==> config.mk <==
export PLATFORM = sky130hd
export DESIGN_NAME = os_match_timer
export DESIGN_NICKNAME = d
export VERILOG_FILES = /design/src/rtl/omt_pkg.sv /design/src/rtl/omt_counter.sv /design/src/rtl/omt_channel.sv /design/src/rtl/omt_ctrl.sv /design/src/rtl/os_match_timer.sv
export SDC_FILE = /design/constraint.sdc
export NUM_CORES = 1
export LEC_CHECK = 0
export ABC_CLOCK_PERIOD_IN_PS = 6990
export BUFFER_PORTS_ARGS = -buffer_cell sky130_fd_sc_hd__buf_2
export CAP_MARGIN = 20
export CORE_ASPECT_RATIO = 1.1
export CORE_UTILIZATION = 30
export DETAILED_ROUTE_END_ITERATION = 7
export SYNTH_ARGS = -nofsm -noshare
export SYNTH_HDL_FRONTEND = slang
export SYNTH_SLANG_ARGS = --single-unit
==> constraint.sdc <==
create_clock -name clk_i -period 6.99 [get_ports clk_i]
set_input_delay 2.097 -clock clk_i [delete_from_list [all_inputs] [get_ports clk_i]]
set_output_delay 2.097 -clock clk_i [all_outputs]
set_load 0.01 [all_outputs]
==> src/rtl/omt_pkg.sv <==
package omt_pkg;

    // Register offsets (byte addresses)
    localparam int unsigned OFF_COUNT  = 32'h10;
    localparam int unsigned OFF_STATUS = 32'h14;
    localparam int unsigned OFF_WDOG   = 32'h18;
    localparam int unsigned OFF_IEN    = 32'h1c;

    // Which register an access targets
    typedef enum logic [2:0] {
        SEL_NONE,
        SEL_MATCH,
        SEL_COUNT,
        SEL_STATUS,
        SEL_WDOG,
        SEL_IEN
    } omt_sel_e;

endpackage

==> src/rtl/omt_counter.sv <==
module omt_counter #(
    parameter int unsigned DW = 32
) (
    input  logic          clk_i,
    input  logic          rst_ni,
    input  logic          tick_i,
    input  logic          load_i,
    input  logic [DW-1:0] load_val_i,
    output logic [DW-1:0] cnt_o,
    output logic [DW-1:0] nxt_o,
    output logic          adv_o
);

    localparam logic [DW-1:0] ONE = {{(DW-1){1'b0}}, 1'b1};

    typedef struct packed {
        logic [DW-1:0] cnt;
    } cnt_st_t;

    cnt_st_t st_d, st_q;

    always_comb begin
        st_d  = st_q;
        nxt_o = st_q.cnt + ONE;
        adv_o = tick_i && !load_i;
        if (load_i) begin
            st_d.cnt = load_val_i;
        end else if (adv_o) begin
            st_d.cnt = nxt_o;
        end
    end

    always_ff @(posedge clk_i or negedge rst_ni) begin
        if (!rst_ni) begin
            st_q <= '0;
        end else begin
            st_q <= st_d;
        end
    end

    assign cnt_o = st_q.cnt;

endmodule

==> src/rtl/omt_channel.sv <==
module omt_channel #(
    parameter int unsigned DW = 32
) (
    input  logic          clk_i,
    input  logic          rst_ni,
    input  logic          wr_i,
    input  logic [DW-1:0] wdata_i,
    input  logic          adv_i,
    input  logic [DW-1:0] nxt_i,
    output logic [DW-1:0] match_o,
    output logic          hit_o
);

    typedef struct packed {
        logic [DW-1:0] match;
    } chan_st_t;

    chan_st_t st_d, st_q;

    always_comb begin
        st_d = st_q;
        if (wr_i) begin
            st_d.match = wdata_i;
        end
        // event only when a tick moves the counter onto the stored value
        hit_o = adv_i && (nxt_i == st_q.match);
    end

    always_ff @(posedge clk_i or negedge rst_ni) begin
        if (!rst_ni) begin
            st_q <= '0;
        end else begin
            st_q <= st_d;
        end
    end

    assign match_o = st_q.match;

endmodule

==> src/rtl/omt_ctrl.sv <==
module omt_ctrl #(
    parameter int unsigned NCH   = 4,
    parameter int unsigned IEN_W = 12,
    parameter int unsigned WD_CH = 3
) (
    input  logic             clk_i,
    input  logic             rst_ni,
    input  logic [NCH-1:0]   hit_i,
    input  logic             stat_wr_i,
    input  logic             ien_wr_i,
    input  logic             wd_wr_i,
    input  logic [IEN_W-1:0] wdata_i,
    output logic [NCH-1:0]   status_o,
    output logic [IEN_W-1:0] ien_o,
    output logic             wd_en_o,
    output logic             rst_req_o
);

    typedef struct packed {
        logic [NCH-1:0]   status;
        logic [IEN_W-1:0] ien;
        logic             wd_en;
        logic             rst_req;
    } ctrl_st_t;

    ctrl_st_t       st_d, st_q;
    logic [NCH-1:0] fire;
    logic [NCH-1:0] clr;

    always_comb begin
        st_d = st_q;
        fire = hit_i & st_q.ien[NCH-1:0];
        clr  = stat_wr_i ? wdata_i[NCH-1:0] : '0;

        // new events take precedence over a clear in the same cycle
        st_d.status = (st_q.status & ~clr) | fire;

        if (ien_wr_i) begin
            st_d.ien = wdata_i;
        end

        // one-way enable
        if (wd_wr_i && wdata_i[0]) begin
            st_d.wd_en = 1'b1;
        end

        if (st_q.wd_en && hit_i[WD_CH]) begin
            st_d.rst_req = 1'b1;
        end
    end

    always_ff @(posedge clk_i or negedge rst_ni) begin
        if (!rst_ni) begin
            st_q <= '0;
        end else begin
            st_q <= st_d;
        end
    end

    assign status_o  = st_q.status;
    assign ien_o     = st_q.ien;
    assign wd_en_o   = st_q.wd_en;
    assign rst_req_o = st_q.rst_req;

endmodule

==> src/rtl/os_match_timer.sv <==
module os_match_timer #(
    parameter int unsigned DW    = 32,
    parameter int unsigned NCH   = 4,
    parameter int unsigned AW    = 12,
    parameter int unsigned IEN_W = 12
) (
    input  logic          clk_i,
    input  logic          rst_ni,
    input  logic          tick_i,
    input  logic [AW-1:0] addr_i,
    input  logic [DW-1:0] wdata_i,
    input  logic          wr_i,
    input  logic          rd_i,
    output logic [DW-1:0] rdata_o,
    output logic [NCH-1:0] irq_o,
    output logic          rst_req_o
);

    import omt_pkg::*;

    localparam int unsigned WD_CH = NCH - 1;
    localparam int unsigned IDX_W = $clog2(NCH);
    localparam int unsigned WW    = AW - 2;

    localparam logic [WW-1:0] W_COUNT  = WW'(OFF_COUNT  >> 2);
    localparam logic [WW-1:0] W_STATUS = WW'(OFF_STATUS >> 2);
    localparam logic [WW-1:0] W_WDOG   = WW'(OFF_WDOG   >> 2);
    localparam logic [WW-1:0] W_IEN    = WW'(OFF_IEN    >> 2);
    localparam logic [WW-1:0] W_NCH    = WW'(NCH);

    omt_sel_e         sel;
    logic [IDX_W-1:0] idx;
    logic [WW-1:0]    word;

    logic             cnt_wr;
    logic             stat_wr;
    logic             ien_wr;
    logic             wd_wr;
    logic [NCH-1:0]   match_wr;

    logic [DW-1:0]    cnt;
    logic [DW-1:0]    cnt_nxt;
    logic             cnt_adv;
    logic [DW-1:0]    match_q [NCH];
    logic [NCH-1:0]   hit;
    logic [NCH-1:0]   status;
    logic [IEN_W-1:0] ien;
    logic             wd_en;
    logic [DW-1:0]    rd_val;

    // ---------------- address decode ----------------
    always_comb begin
        sel  = SEL_NONE;
        word = addr_i[AW-1:2];
        idx  = word[IDX_W-1:0];
        if (addr_i[1:0] == 2'b00) begin
            if (word < W_NCH) begin
                sel = SEL_MATCH;
            end else if (word == W_COUNT) begin
                sel = SEL_COUNT;
            end else if (word == W_STATUS) begin
                sel = SEL_STATUS;
            end else if (word == W_WDOG) begin
                sel = SEL_WDOG;
            end else if (word == W_IEN) begin
                sel = SEL_IEN;
            end
        end
    end

    always_comb begin
        cnt_wr   = wr_i && (sel == SEL_COUNT);
        stat_wr  = wr_i && (sel == SEL_STATUS);
        ien_wr   = wr_i && (sel == SEL_IEN);
        wd_wr    = wr_i && (sel == SEL_WDOG);
        match_wr = '0;
        if (wr_i && (sel == SEL_MATCH)) begin
            match_wr[idx] = 1'b1;
        end
    end

    // ---------------- datapath ----------------
    omt_counter #(.DW(DW)) u_counter (
        .clk_i      (clk_i),
        .rst_ni     (rst_ni),
        .tick_i     (tick_i),
        .load_i     (cnt_wr),
        .load_val_i (wdata_i),
        .cnt_o      (cnt),
        .nxt_o      (cnt_nxt),
        .adv_o      (cnt_adv)
    );

    for (genvar g = 0; g < NCH; g++) begin : g_chan
        omt_channel #(.DW(DW)) u_chan (
            .clk_i   (clk_i),
            .rst_ni  (rst_ni),
            .wr_i    (match_wr[g]),
            .wdata_i (wdata_i),
            .adv_i   (cnt_adv),
            .nxt_i   (cnt_nxt),
            .match_o (match_q[g]),
            .hit_o   (hit[g])
        );
    end

    omt_ctrl #(
        .NCH   (NCH),
        .IEN_W (IEN_W),
        .WD_CH (WD_CH)
    ) u_ctrl (
        .clk_i     (clk_i),
        .rst_ni    (rst_ni),
        .hit_i     (hit),
        .stat_wr_i (stat_wr),
        .ien_wr_i  (ien_wr),
        .wd_wr_i   (wd_wr),
        .wdata_i   (wdata_i[IEN_W-1:0]),
        .status_o  (status),
        .ien_o     (ien),
        .wd_en_o   (wd_en),
        .rst_req_o (rst_req_o)
    );

    // ---------------- read mux ----------------
    always_comb begin
        rd_val = '0;
        unique case (sel)
            SEL_MATCH:  rd_val = match_q[idx];
            SEL_COUNT:  rd_val = cnt;
            SEL_STATUS: rd_val[NCH-1:0] = status;
            SEL_WDOG:   rd_val[0] = wd_en;
            SEL_IEN:    rd_val[IEN_W-1:0] = ien;
            default:    rd_val = '0;
        endcase
        rdata_o = rd_i ? rd_val : '0;
    end

    assign irq_o = status;

endmodule

**After elaboration in Yosys (flattened, before gate mapping)**

Index checks and enable logic that the tools add are counted.

- Flip-flop bits (word level): 178
- Bits in latches: 0
- RAM bits: 0
- Memory bits (read-only): 0
- Input port bits: 49
- Output and inout bits: 37
- Logic and storage cells: 68
- Memories kept: 0

- $add $sub $neg: 1
- Multipliers: 0
- Div/mod/pow operators: 0
- Magnitude comparators: 4
- Eq/ne operators: 13
- Shift-type cells: 0
- Mux-type cells: 20
- Bitwise operators: 5
- Reduce and logical (&&, ||, !) cells: 16

Operators by type and width:

| operator | number |
|---|---|
| 32-bit two-way mux | 5 |
| 32-bit == test | 4 |
| 32-bit binary-select mux with 2-bit select | 1 |
| 10-bit by 3-bit == test with 1-bit output (second input constant) | 4 |
| 20-bit case mux with 2 select lines | 1 |
| 32-bit by 1-bit adder with 32-bit output (second input constant) | 1 |
| 8-bit case mux with 3 select lines | 1 |
| 3-bit two-way mux | 6 |
| 1-bit logical AND | 13 |
| 3-bit case mux with 4 select lines | 1 |
| 10-bit by 3-bit < comparator with 1-bit output (second input constant) | 1 |
| 4-bit bitwise AND | 2 |
| 4-bit two-way mux | 2 |
| 3-bit by 2-bit == test with 1-bit output (second input constant) | 2 |
| 3-bit == test (second input constant) | 2 |
| 1-bit case mux with 5 select lines | 1 |
| 4-bit inverter | 1 |
| 4-bit OR | 1 |
| 3-bit by 1-bit == test with 1-bit output (second input constant) | 1 |
| 3-bit greater-or-equal comparator (second input constant) | 1 |
| 2-bit by 3-bit < comparator with 1-bit output (second input constant) | 1 |
| 2-bit inverter with 3-bit output | 1 |
| 1-bit demux with 2-bit select | 1 |
| 2-bit by 1-bit greater-or-equal comparator with 1-bit output (second input constant) | 1 |
| 4 further kinds | 4 |

**Longest topological paths before layout**

- Word-level depth: 14
- Mapped depth: 11
- Depth with buffers taken out: 9

**By module**

A second synthesis with hierarchy kept.

- Cell total of the unflattened synthesis: 966
- Area total of the unflattened synthesis: 11100.6 um^2

Modules (own cells, without submodules):

| module | instances | cells each | area each (um^2) | seq. area each (um^2) |
|---|---|---|---|---|
| omt_channel | 4 | 112 | 1535.2 | 800.8 |
| omt_counter | 1 | 302 | 2412.3 | 800.8 |
| os_match_timer | 1 | 175 | 1848.0 | 0.0 |
| omt_ctrl | 1 | 41 | 699.4 | 450.4 |

**Worst setup path after synthesis**

Ideal clock, no wire load.

- Kind: in2out
- From: input port addr_i[7]
- To: output port rdata_o[11]
- Data arrival time: 4.348 ns
- Path slack: 0.545 ns
- Cell stages on the path: 10
- Path buffers: 3
- Cells stage by stage: nor4_1 -> and3_1 -> clkbuf_1 -> clkbuf_1 -> a21boi_1 -> clkbuf_1 -> nand3_1 -> o31ai_1 -> nand2_1 -> a21boi_0

- Word-level cells in the longest chain between the ends: 10
- Elaborated cells on any way between the ends: 16

Ends and longest elaborated chain:

| item | RTL line | text |
|---|---|---|
| from (decl) | os_match_timer.sv:10 | `input logic [AW-1:0] addr_i,` |
| 10-bit by 3-bit == test with 1-bit output | os_match_timer.sv:65 | `end else if (word == W_IEN) begin` |
| 3-bit two-way mux | os_match_timer.sv:65 |  |
| 3-bit two-way mux | os_match_timer.sv:63 | `end else if (word == W_WDOG) begin` |
| 3-bit two-way mux | os_match_timer.sv:61 | `end else if (word == W_STATUS) begin` |
| 3-bit two-way mux | os_match_timer.sv:59 | `end else if (word == W_COUNT) begin` |
| 3-bit two-way mux * | os_match_timer.sv:57 | `if (word < W_NCH) begin` |
| 3-bit two-way mux * | os_match_timer.sv:56 | `if (addr_i[1:0] == 2'b00) begin` |
| 3-bit == test (tied with other cells) | os_match_timer.sv:128 | `unique case (sel)` |
| 8-bit case mux with 3 select lines * | os_match_timer.sv:128 |  |
| 32-bit two-way mux * | os_match_timer.sv:136 | `rdata_o = rd_i ? rd_val : '0;` |
| to (decl) | os_match_timer.sv:14 | `output logic [DW-1:0] rdata_o,` |

Every way passes the cells marked *; elsewhere a longest branch is shown, timed or not.

**Final worst setup path**

Ends and elaborated chain as after synthesis.

==> summary.txt <==
Outcome
  • Outcome: complete, no violations

CTS
  • Skew-Pair Late Insertion Delay: 450 ps
  • CTS tree: yes
  • Root Buffer: clkbuf_16
  • Worst-path clk slew: roughly 70 ps
  • CTS H-tree lvls: 4
  • Post-CTS resize count: 0
  • CTS Buf Count: 17
  • Setup bufs post-CTS: 0
  • CTS sink count: 178
  • Clock buffer depth: 2
  • Hold_buf cts: 0

Timing
  • Final Hold Viols: 0
  • Final hold slack: 452 ps
  • TNS Setup: 0 ps
  • Count of final setup violators: 0
  • Final Max Slew Viols: 0
  • Tcrit/Tclk final: 0.904
  • RSZ-0062 raised after global routing: false
  • FMAX: approximately 0.16 GHz
  • Worst-Margin Slew: 1020 ps
  • Rel. slew slack: 0.316
  • Final setup margin: 671 ps
  • Min Clock Period, post-route: between 6000 and 7000 ps
  • Fin Clk Skew: 10.2 ps

Synthesis
  • Syn_nets: 1,236
  • Syn Inst Count: 1,186
  • Most common flop cell mapped by yosys: dfrtp_1
  • Post-Syn Area: 0.0121 mm^2
  • Netlist cell types: 78
  • Syn avg cell area: 10.2 um^2
  • Synth Warn #: 0
  • Post-synth EDFFs: 0
  • Asr flop ratio synth: 1.00
  • Register area share after synthesis: 0.369
  • Synth Register Bits: about 180

Global routing
  • First-pass GRT wire length: 65,100 um
  • Largest net degree at the start of global routing: 95
  • Initial antenna violation count: 0
  • Vias in the first global route: between 10,000 and 15,000
  • GRT Resource Usage Total: 0.218
  • Aggregate global routing overflow: 0

Drt
  • Vias/cell: 5.66
  • DRC viols: 0
  • Avg WL per Cell: 24.6 um
  • Routed vias: about 9,900
  • Iter 0 DRT Violations: 944
  • Drt total wl: 43,100 um
  • DRT Pass-1 Iters: 7
  • ANT nets after route: 0

Floorplanning
  • Core area: 0.0394 mm^2
  • Boundary pin count: 86
  • # rows: 76
  • Die Area: 0.0410 mm^2
  • Die Y: 212 um
  • Die W: 193 um
  • Initial core utilization: 0.306

Worst setup path
  • CP bufs+invs: 4
  • Worst Path Required: 4890 ps
  • Slowest cell on crit path: nor4_1
  • Startpoint types: input port
  • Crit end category: output pin
  • Crit-path cells: buf_2 > nor4_1 > and3_1 > buf_4 > a21boi_1 > buf_4 > nand3_1 > o31ai_1 > nand2_1 > a21boi_0 > buf_2
  • Arrival @ worst endpoint: 4220 ps
  • Critical path class: in2out
  • CP Max Fanout: 14
  • CP peak stage delay: 330 ps
  • Crit-path leading delay family: buffers and inverters

Final layout
  • Layout cell share with drive strength beyond 1: 0.270
  • Fin nets: 1,280
  • Most frequent cells in the layout: dfrtp_1 (178), mux2_2 (139), xnor2_1 (100), buf_2 (84), nand2_1 (81)
  • Post-Route Utilization: 0.344
  • Commonest non-fill, non-tap cell in the layout: dfrtp_1
  • Antenna diodes: 0
  • Post-route cell area: 0.0135 mm^2
  • Layout area overhead: 12.2%

Placed design
  • GPL Wtd Cong: 0.976
  • Port buffer count: 85
  • Pre-CTS setup slack: 659 ps
  • Area after DPL: 0.0130 mm^2
  • HPWL Detailed: 31,800 um

Power and ir drop
  • Combinational group share of total power: 0.195
  • Pint: 0.00176 W
  • Static Leakage: around 5.7 nW
  • Psw: 0.000853 W
  • Clk pwr share: 0.353
  • Sw Ratio: 0.326
  • Sequential Power Share: 0.452
  • Worst vdd ir: 177 uV
  • Power Dens Cells: ~190 mW/mm^2

Run
  • Max_cap viols: 0

Hold path
  • HP Class: reg2reg
[worst paths after layout]
| path | from | end | slack, ps | cells past startpoint |
|---|---|---|---|---|
| max in group asynchronous | rst_ni | g_chan[1].u_chan.match_o[17]$_DFFE_PN0P_ | 4290 | 2 |
| worst max-delay path | addr_i[7] | rdata_o[11] | 670 | 11 |
| worst max register to register | u_counter.cnt_o[0]$_DFFE_PN0P_ | u_ctrl.status_o[3]$_DFF_PN0_ | 2180 | 10 |
| worst min-delay path | u_ctrl.rst_req_o$_DFFE_PN0P_ | u_ctrl.rst_req_o$_DFFE_PN0P_ | 450 | 1 |
| min in group asynchronous | rst_ni | u_counter.cnt_o[3]$_DFFE_PN0P_ | 1690 | 1 |
| worst min register to register | u_ctrl.rst_req_o$_DFFE_PN0P_ | u_ctrl.rst_req_o$_DFFE_PN0P_ | 450 | 1 |
[routing by layer]
metal / track usage / part of all wire / wire, um / up-vias
met5: 0 / 0 / 0 / -
met4: 0.0940 / 0.041 / 1760 / 0
met3: 0.0388 / 0.056 / 2420 / 92
met2: 0.353 / 0.48 / 20700 / 379
met1: 0.284 / 0.42 / 18200 / 5014
li1: - / - / - / 4421
[Yosys cell counts, types with 3 or more instances]
cell type  number  area, um^2
dfrtp_1       178        4450
nor4_4          3        63.8
nor3_2          3        30.0
nor3b_1        11        82.6
and3_1         10        62.6
a21oi_1        55         275
nand3_1        36         180
mux2_2        139        1570
a32o_1          6        60.1
mux4_2         32         721
clkbuf_1       52         195
a22oi_1        21         158
and4_1          4        35.0
nor3_1         22         110
o221ai_1        4        35.0
xnor3_1         4        90.1
a211oi_1        5        37.5
or4_1           4        30.0
a31oi_1        14        87.6
nor2b_1        27         169
a311oi_1        4        35.0
nand4_1        26         163
xnor2_1       100         876
o21ai_0        35         175
nand2b_1        9        56.3
and2_1          9        56.3
o211ai_1        3        22.5
buf_6           3        33.8
buf_2          16        80.1
inv_1          17        63.8
xor2_1         64         561
nand2_1        81         304
a2111oi_0       3        26.3
nor4_1         20         125
o311ai_0        4        35.0
o22ai_1         8        50.1
a21boi_0        6        45.0
buf_1           8        30.0
buf_4           3        22.5
mux2i_1         6        60.1
or3_1           8        50.1
nor2_1         69         259
o2111ai_1       9        78.8
[flip-flops by register name, summed over array words and instances, names as in the netlist]
name and count:
u_ctrl.wd_en_o 1, u_ctrl.status_o 4, u_ctrl.rst_req_o 1, u_counter.cnt_o 32, u_ctrl.ien_o 12, g_chan.u_chan.match_o 128
[final cells by class]
type,instances,area [um^2]
inverter,18,67.6
clock inverter,12,110
fill,4071,25800
clock buffer,20,447
timing repair buffer,108,629
multi-input combinational,907,7190
sequential,178,4450
tap,507,634
[cell families (layout without fill, tap and decap cells)]
logic type | Yosys count | after routing | share of synthesized area
compound gates | 199 | 199 | 0.109
flops | 178 | 178 | 0.369
simple gates | 362 | 362 | 0.164
buf+inv | 101 | 158 | 0.0360
xor+xnor | 168 | 168 | 0.127
mux | 177 | 177 | 0.195
fa+ha+maj | 1 | 1 | 0.00104
[power groups by stage]
stage	registers (W)	clock network (W)	logic [W]
global route	0.00119	0.000985	0.000559
floorplan	0.00111	0	0.000421
CTS	0.00118	0.000948	0.000510
detailed placement	0.00120	0	0.000506
finish	0.00118	0.000924	0.000511
global placement	0.00120	0	0.000503
[stage by stage]
step	power, W	cells
floorplan	0.00153	1186
global route	0.00273	1750
global placement	0.00170	1718
finish	0.00262	1750
detailed placement	0.00170	1718
CTS	0.00263	1750
Power figures use the tool's default switching activity.
